$ cat config.mk
export PLATFORM = sky130hd
export DESIGN_NAME = icinv_invalidate_seq
export DESIGN_NICKNAME = d
export VERILOG_FILES = /design/src/rtl/icinv_pkg.sv /design/src/rtl/icinv_range_calc.sv /design/src/rtl/icinv_alias_gen.sv /design/src/rtl/icinv_seq_ctrl.sv /design/src/rtl/icinv_invalidate_seq.sv
export SDC_FILE = /design/constraint.sdc
export NUM_CORES = 1
export LEC_CHECK = 0
export BUFFER_PORTS_ARGS = -buffer_cell sky130_fd_sc_hd__buf_4
export CAP_MARGIN = 10
export CORE_ASPECT_RATIO = 0.75
export CORE_UTILIZATION = 35
export CTS_BUF_LIST = sky130_fd_sc_hd__clkbuf_4
export DETAILED_ROUTE_END_ITERATION = 6
export GPL_TIMING_DRIVEN = 0
export MAX_ROUTING_LAYER = met4
export PLACE_DENSITY = 0.55
export SLEW_MARGIN = 40
export SYNTH_ARGS = -nofsm -noshare
export SYNTH_HDL_FRONTEND = slang
export SYNTH_SLANG_ARGS = --single-unit
export TNS_END_PERCENT = 1
$ cat constraint.sdc
create_clock -name clk -period 5.99 [get_ports clk]
set_input_delay 0.599 -clock clk [delete_from_list [all_inputs] [get_ports clk]]
set_output_delay 0.599 -clock clk [all_outputs]
set_load 0.005 [all_outputs]
$ cat src/rtl/icinv_pkg.sv
package icinv_pkg;
  typedef enum logic [1:0] {
    ST_IDLE = 2'd0,
    ST_TAG  = 2'd1,
    ST_INV  = 2'd2,
    ST_FIN  = 2'd3
  } icinv_state_e;

  // number of virtual page bits packed into the low command bits
  localparam int unsigned PACK_W = 5;
  // maximum alias count is 4, selector is 2 bits
  localparam int unsigned ALIAS_W = 2;
endpackage

$ cat src/rtl/icinv_range_calc.sv
module icinv_range_calc #(
  parameter int unsigned AW         = 32,
  parameter int unsigned SW         = 16,
  parameter int unsigned LINE_BYTES = 32
) (
  input  logic [AW-1:0] start_addr,
  input  logic [SW-1:0] byte_cnt,
  output logic [AW-1:0] line_base,
  output logic [SW:0]   line_cnt
);
  localparam int unsigned OFF_W = $clog2(LINE_BYTES);
  localparam logic [AW-1:0] OFF_MASK = AW'(LINE_BYTES - 1);

  logic [OFF_W-1:0] slack;
  logic [SW+1:0]    span;
  logic [SW+1:0]    rounded;

  always_comb begin
    slack     = start_addr[OFF_W-1:0];
    line_base = start_addr & ~OFF_MASK;
    span      = {2'b00, byte_cnt} + (SW+2)'(slack);
    rounded   = span + (SW+2)'(LINE_BYTES - 1);
    line_cnt  = (SW+1)'(rounded >> OFF_W);
  end
endmodule

$ cat src/rtl/icinv_alias_gen.sv
module icinv_alias_gen #(
  parameter int unsigned AW         = 32,
  parameter int unsigned PAGE_SHIFT = 13
) (
  input  logic                         tag_mode,
  input  logic                         use_va,
  input  logic [AW-1:0]                line_pa,
  input  logic [AW-1:0]                line_va,
  input  logic [icinv_pkg::PACK_W-1:0] va_pack,
  input  logic [icinv_pkg::ALIAS_W-1:0] alias_idx,
  input  logic [icinv_pkg::ALIAS_W-1:0] alias_last,
  output logic [AW-1:0]                inv_addr
);
  logic [AW-1:0] packed_addr;
  logic [AW-1:0] split_addr;

  always_comb begin
    // packed style: selector rides in the line offset bits
    if (use_va) packed_addr = line_pa | AW'(va_pack);
    else        packed_addr = line_pa | AW'(alias_idx);

    // split style: page-number bits above the offset forced to the selector
    if (use_va) split_addr = line_va;
    else        split_addr = (line_pa & ~(AW'(alias_last) << PAGE_SHIFT))
                             | (AW'(alias_idx) << PAGE_SHIFT);

    inv_addr = tag_mode ? split_addr : packed_addr;
  end
endmodule

$ cat src/rtl/icinv_seq_ctrl.sv
module icinv_seq_ctrl #(
  parameter int unsigned AW         = 32,
  parameter int unsigned SW         = 16,
  parameter int unsigned LINE_BYTES = 32,
  parameter int unsigned PAGE_SHIFT = 13
) (
  input  logic                          clk,
  input  logic                          rst_n,
  input  logic                          req_valid,
  output logic                          req_ready,
  input  logic [AW-1:0]                 calc_base,
  input  logic [SW:0]                   calc_lines,
  input  logic                          size_zero,
  input  logic                          req_has_va,
  input  logic [AW-1:0]                 req_vaddr,
  input  logic                          cfg_tag_mode,
  input  logic [2:0]                    cfg_ratio,
  input  logic                          cmd_ready,
  output logic                          cmd_valid,
  output logic                          cmd_is_tag,
  output logic [AW-1:0]                 line_pa,
  output logic [AW-1:0]                 line_va,
  output logic [icinv_pkg::PACK_W-1:0]  va_pack,
  output logic [icinv_pkg::ALIAS_W-1:0] alias_idx,
  output logic [icinv_pkg::ALIAS_W-1:0] alias_last,
  output logic                          tag_mode_q,
  output logic                          use_va_q,
  output logic                          done,
  output logic                          cfg_err
);
  import icinv_pkg::*;

  localparam logic [AW-1:0] OFF_MASK = AW'(LINE_BYTES - 1);
  localparam logic [AW-1:0] STEP     = AW'(LINE_BYTES);

  icinv_state_e         state;
  logic [SW:0]          lines_left;
  logic                 err_q;
  logic                 ratio_ok;
  logic [ALIAS_W-1:0]   ratio_last;
  logic                 last_alias;

  always_comb begin
    unique case (cfg_ratio)
      3'd0, 3'd1: begin ratio_ok = 1'b1; ratio_last = 2'd0; end
      3'd2:       begin ratio_ok = 1'b1; ratio_last = 2'd1; end
      3'd4:       begin ratio_ok = 1'b1; ratio_last = 2'd3; end
      default:    begin ratio_ok = 1'b0; ratio_last = 2'd0; end
    endcase
    last_alias = (alias_idx == alias_last);
  end

  always_ff @(posedge clk) begin
    if (!rst_n) begin
      state      <= ST_IDLE;
      line_pa    <= '0;
      line_va    <= '0;
      va_pack    <= '0;
      lines_left <= '0;
      alias_idx  <= '0;
      alias_last <= '0;
      tag_mode_q <= 1'b0;
      use_va_q   <= 1'b0;
      err_q      <= 1'b0;
    end else begin
      unique case (state)
        ST_IDLE: if (req_valid) begin
          line_pa    <= calc_base;
          line_va    <= req_vaddr & ~OFF_MASK;
          va_pack    <= req_vaddr[PAGE_SHIFT +: PACK_W];
          lines_left <= calc_lines;
          alias_idx  <= '0;
          alias_last <= req_has_va ? '0 : ratio_last;
          tag_mode_q <= cfg_tag_mode;
          use_va_q   <= req_has_va;
          err_q      <= !ratio_ok;
          if (!ratio_ok || size_zero) state <= ST_FIN;
          else                        state <= cfg_tag_mode ? ST_TAG : ST_INV;
        end
        ST_TAG: if (cmd_ready) state <= ST_INV;
        ST_INV: if (cmd_ready) begin
          if (last_alias) begin
            alias_idx <= '0;
            if (lines_left == (SW+1)'(1)) begin
              state <= ST_FIN;
            end else begin
              lines_left <= lines_left - (SW+1)'(1);
              line_pa    <= line_pa + STEP;
              line_va    <= line_va + STEP;
              state      <= tag_mode_q ? ST_TAG : ST_INV;
            end
          end else begin
            alias_idx <= alias_idx + 2'd1;
          end
        end
        ST_FIN: begin
          state <= ST_IDLE;
          err_q <= 1'b0;
        end
        default: state <= ST_IDLE;
      endcase
    end
  end

  always_comb begin
    req_ready  = (state == ST_IDLE);
    cmd_valid  = (state == ST_TAG) || (state == ST_INV);
    cmd_is_tag = (state == ST_TAG);
    done       = (state == ST_FIN);
    cfg_err    = (state == ST_FIN) && err_q;
  end
endmodule

$ cat src/rtl/icinv_invalidate_seq.sv
module icinv_invalidate_seq #(
  parameter int unsigned AW         = 32,
  parameter int unsigned SW         = 16,
  parameter int unsigned LINE_BYTES = 32,
  parameter int unsigned PAGE_SHIFT = 13
) (
  input  logic          clk,
  input  logic          rst_n,
  input  logic          req_valid,
  output logic          req_ready,
  input  logic [AW-1:0] req_start,
  input  logic [SW-1:0] req_size,
  input  logic          req_has_va,
  input  logic [AW-1:0] req_vaddr,
  input  logic          cfg_tag_mode,
  input  logic [2:0]    cfg_ratio,
  output logic          cmd_valid,
  input  logic          cmd_ready,
  output logic          cmd_is_tag,
  output logic [AW-1:0] cmd_addr,
  output logic          done,
  output logic          cfg_err
);
  import icinv_pkg::*;

  logic [AW-1:0]      calc_base;
  logic [SW:0]        calc_lines;
  logic [AW-1:0]      line_pa;
  logic [AW-1:0]      line_va;
  logic [PACK_W-1:0]  va_pack;
  logic [ALIAS_W-1:0] alias_idx;
  logic [ALIAS_W-1:0] alias_last;
  logic               tag_mode_q;
  logic               use_va_q;
  logic [AW-1:0]      inv_addr;

  icinv_range_calc #(.AW(AW), .SW(SW), .LINE_BYTES(LINE_BYTES)) u_range (
    .start_addr (req_start),
    .byte_cnt   (req_size),
    .line_base  (calc_base),
    .line_cnt   (calc_lines)
  );

  icinv_seq_ctrl #(.AW(AW), .SW(SW), .LINE_BYTES(LINE_BYTES),
                   .PAGE_SHIFT(PAGE_SHIFT)) u_ctrl (
    .clk          (clk),
    .rst_n        (rst_n),
    .req_valid    (req_valid),
    .req_ready    (req_ready),
    .calc_base    (calc_base),
    .calc_lines   (calc_lines),
    .size_zero    (req_size == '0),
    .req_has_va   (req_has_va),
    .req_vaddr    (req_vaddr),
    .cfg_tag_mode (cfg_tag_mode),
    .cfg_ratio    (cfg_ratio),
    .cmd_ready    (cmd_ready),
    .cmd_valid    (cmd_valid),
    .cmd_is_tag   (cmd_is_tag),
    .line_pa      (line_pa),
    .line_va      (line_va),
    .va_pack      (va_pack),
    .alias_idx    (alias_idx),
    .alias_last   (alias_last),
    .tag_mode_q   (tag_mode_q),
    .use_va_q     (use_va_q),
    .done         (done),
    .cfg_err      (cfg_err)
  );

  icinv_alias_gen #(.AW(AW), .PAGE_SHIFT(PAGE_SHIFT)) u_alias (
    .tag_mode   (tag_mode_q),
    .use_va     (use_va_q),
    .line_pa    (line_pa),
    .line_va    (line_va),
    .va_pack    (va_pack),
    .alias_idx  (alias_idx),
    .alias_last (alias_last),
    .inv_addr   (inv_addr)
  );

  assign cmd_addr = cmd_is_tag ? line_pa : inv_addr;
endmodule

==> impl_metrics.env <==
export IMPL_status="complete, but fails checks"
export IMPL_violations="design-rule violations"
export IMPL_p_clk_frac=0.106
export IMPL_layout_cells_non_filler=1141
export IMPL_async_flop_share=0
export IMPL_ant_nets=0
export IMPL_grt_pass1_wl_um=37000
export IMPL_ios=126
export IMPL_track_usage=0.290
export IMPL_p_sw_mw=1.60
export IMPL_min_period_ns=3.72
export IMPL_synth_warnings=0
export IMPL_start_util=0.364
export IMPL_worstPathMaxFanout=10
export IMPL_synth_top_cell_area_share=0.288
export IMPL_ys_seq_elements=85
export IMPL_grt_pass1_vias=6022
export IMPL_yosysSeqAreaShare=0.288
export IMPL_vias=6770
export IMPL_fmax_mhz=269
export IMPL_fin_crit_sh=0.622
export IMPL_required_ns=5.39
export IMPL_clk_latency_ns=0.48
export IMPL_worstMarginPinSlew_ns=0.899
export IMPL_port_buffers=119
export IMPL_syn_area_um2=5920
export IMPL_synthCells=796
export IMPL_cts_sinks=85
export IMPL_wl_per_cell_um=21.6
export IMPL_wl_um=24700
export IMPL_layout_common_cells="buf_4 (119), nand2_1 (113), dfxtp_1 (85), a21oi_1 (83), nor2_1 (57)"
export IMPL_h_tree_depth=3
export IMPL_final_layout_size_suffix_gt1_frac=0.215
export IMPL_setup_viol=0
export IMPL_slew_violations=0
export IMPL_pwr_share_comb=0.563
export IMPL_drt_pass1_iterations=7
export IMPL_grt_setup_unrepaired="false"
export IMPL_finalSetupTns_ns=0
export IMPL_drc=15
export IMPL_cp_arrival_ns=3.12
export IMPL_clk_path_buf_depth=2
export IMPL_total_power_mw=3.10
export IMPL_avgSynthCellArea_um2=7.43
export IMPL_core_um2=16300
export IMPL_cts_clk_slew_worst_paths_ns=0.18
export IMPL_holdPathStages=3
export IMPL_area_growth_pct=21.5
export IMPL_root_buffer="clkbuf_4"
export IMPL_grt_max_degree=16
export IMPL_dp_hpwl_um=17900
export IMPL_cp_start_kind="flip-flop"
export IMPL_rows=40
export IMPL_grt_overflow=0
export IMPL_reg2reg_depth=10
export IMPL_hp_class="primary input to flip-flop"
export IMPL_cts_buffers=9
export IMPL_synth_area_top_cells="dfxtp_1 (29%), nand2_1 (7.2%), a21oi_1 (7.0%), mux2_2 (4.8%), o21ai_0 (4.5%)"
export IMPL_hold_viol_final=0
export IMPL_slew_headroom=0.401
export IMPL_grt_antenna_before_repair=0
export IMPL_synth_edf_count=0
export IMPL_leakage_nw=2.88
export IMPL_fin_worst_skew_ns=0.0287
export IMPL_die_height_um=115
export IMPL_dpl_cell_count=1125
export IMPL_synth_nets=901
export IMPL_diodes=0
export IMPL_tritoncts="built"
export IMPL_seqPwrFrac=0.331
export IMPL_cap_violations=0
export IMPL_synthFlopType="dfxtp_1"
export IMPL_end_kind="output pin"
export IMPL_powerDensity_nw_per_um2=431
export IMPL_layout_commonest_cell="buf_4"
export IMPL_internal_power_mw=1.50
export IMPL_cts_hold_buf=0
export IMPL_viasPerCell=5.93
export IMPL_fp_dieW_um=152
export IMPL_irDropWorstVdd_mv=0.156
export IMPL_place_gp_congestion=0.911
export IMPL_switching_share=0.517
export IMPL_fin_nets=1031
export IMPL_die_area_um2=17400
export IMPL_cts_resized=0
export IMPL_synth_cell_types=65
export IMPL_synth_area_leader_cell="dfxtp_1"
export IMPL_drt_iter0_drc=806
export IMPL_post_cts_setup_buffers=0
export IMPL_crit_type="flip-flop to output pin"
## power groups by stage
| stage | logic, mW | registers, mW | clock network, mW |
|---|---|---|---|
| after floorplan | 1.05 | 0.942 | 0 |
| after global placement | 1.69 | 1.03 | 0 |
| after detailed placement | 1.68 | 1.03 | 0 |
| after CTS | 1.70 | 1.01 | 0.328 |
| after global routing | 1.86 | 1.05 | 0.350 |
| final | 1.74 | 1.03 | 0.329 |
## layout make-up
type	instances	area (µm²)
fill	1735	9080
multi-input combinational	633	3900
sequential	85	1700
timing repair buffer	119	893
tap	210	263
buffer	53	219
inverter	25	93.8
clock buffer	9	67.6
clock inverter	7	48.8
## critical path, stage by stage (launching register included)
cell	delay, ns
dfxtp_1	0.41
inv_1	0.08
ha_1	0.30
nor2b_1	0.26
and2_1	0.16
clkbuf_1	0.49
buf_2	0.39
mux2_2	0.40
buf_4	0.14
## routing by layer
layer / vias to the layer above / global-route usage / part of all wire
met1: 3145 / 0.432 / 0.48
li1: 3216 / - / -
met4: 0 / 0.0653 / 0.013
met2: 380 / 0.394 / 0.40
met5: - / - / 0
met3: 29 / 0.0553 / 0.11
## cell usage after synthesis, types with 6 or more instances
cell type and instances:
o21ai_0 53, and2_1 9, nor4_1 18, nand2_1 113, inv_1 24, and4_1 7
o221a_2 10, o31a_1 8, o2bb2ai_1 9, nand3_1 45, nor2_1 57, buf_2 16
mux2_2 25, or3_1 7, ha_1 16, buf_1 8, dfxtp_1 85, o31ai_1 14
nor2b_1 6, a211oi_1 11, nand4_1 9, a21oi_1 83, and3_1 15, nor3_1 14
clkbuf_1 29, xnor2_1 13, a31oi_1 10, o32ai_1 8
## flip-flops by register name (all words and copies together), names as in the netlist
signal	cells
u_ctrl.err_q	1
u_ctrl.alias_last	2
u_ctrl.use_va_q	1
u_ctrl.line_pa	27
u_ctrl.state	2
u_ctrl.line_va	27
u_ctrl.tag_mode_q	1
u_ctrl.va_pack	5
u_ctrl.lines_left	17
u_ctrl.alias_idx	2
## stage by stage
stage	utilization	hold slack [ns]	instance area, µm²	setup slack [ns]
after floorplan	-	0.432	5920	3.50
after global placement	0.435	0.441	7070	2.86
after detailed placement	0.435	0.446	7070	2.89
after CTS	0.442	0.349	7190	2.34
after global routing	0.442	0.342	7190	2.16
final	0.442	0.353	7190	2.27
## final timing paths
kind | from | endpoint | slack [ns]
worst min register to register | u_ctrl.va_pack[2] | u_ctrl.va_pack[2] | 0.46
worst max register to register | u_ctrl.state[0] | u_ctrl.line_va[11] | 2.98
worst min-delay path | req_has_va | u_ctrl.use_va_q | 0.35
worst max-delay path | u_ctrl.state[1] | cmd_addr[15] | 2.27
## kinds of logic (layout without fill, tap and decap cells)
logic type	count (synthesis)	in the layout	synth area share
compound gates	250	250	0.276
xor+xnor	15	15	0.0222
fa+ha+maj	17	17	0.0355
buf+inv	78	213	0.0529
flops	85	85	0.288
mux	30	30	0.0560
simple gates	321	321	0.270
(Power assumes the default switching activity.)
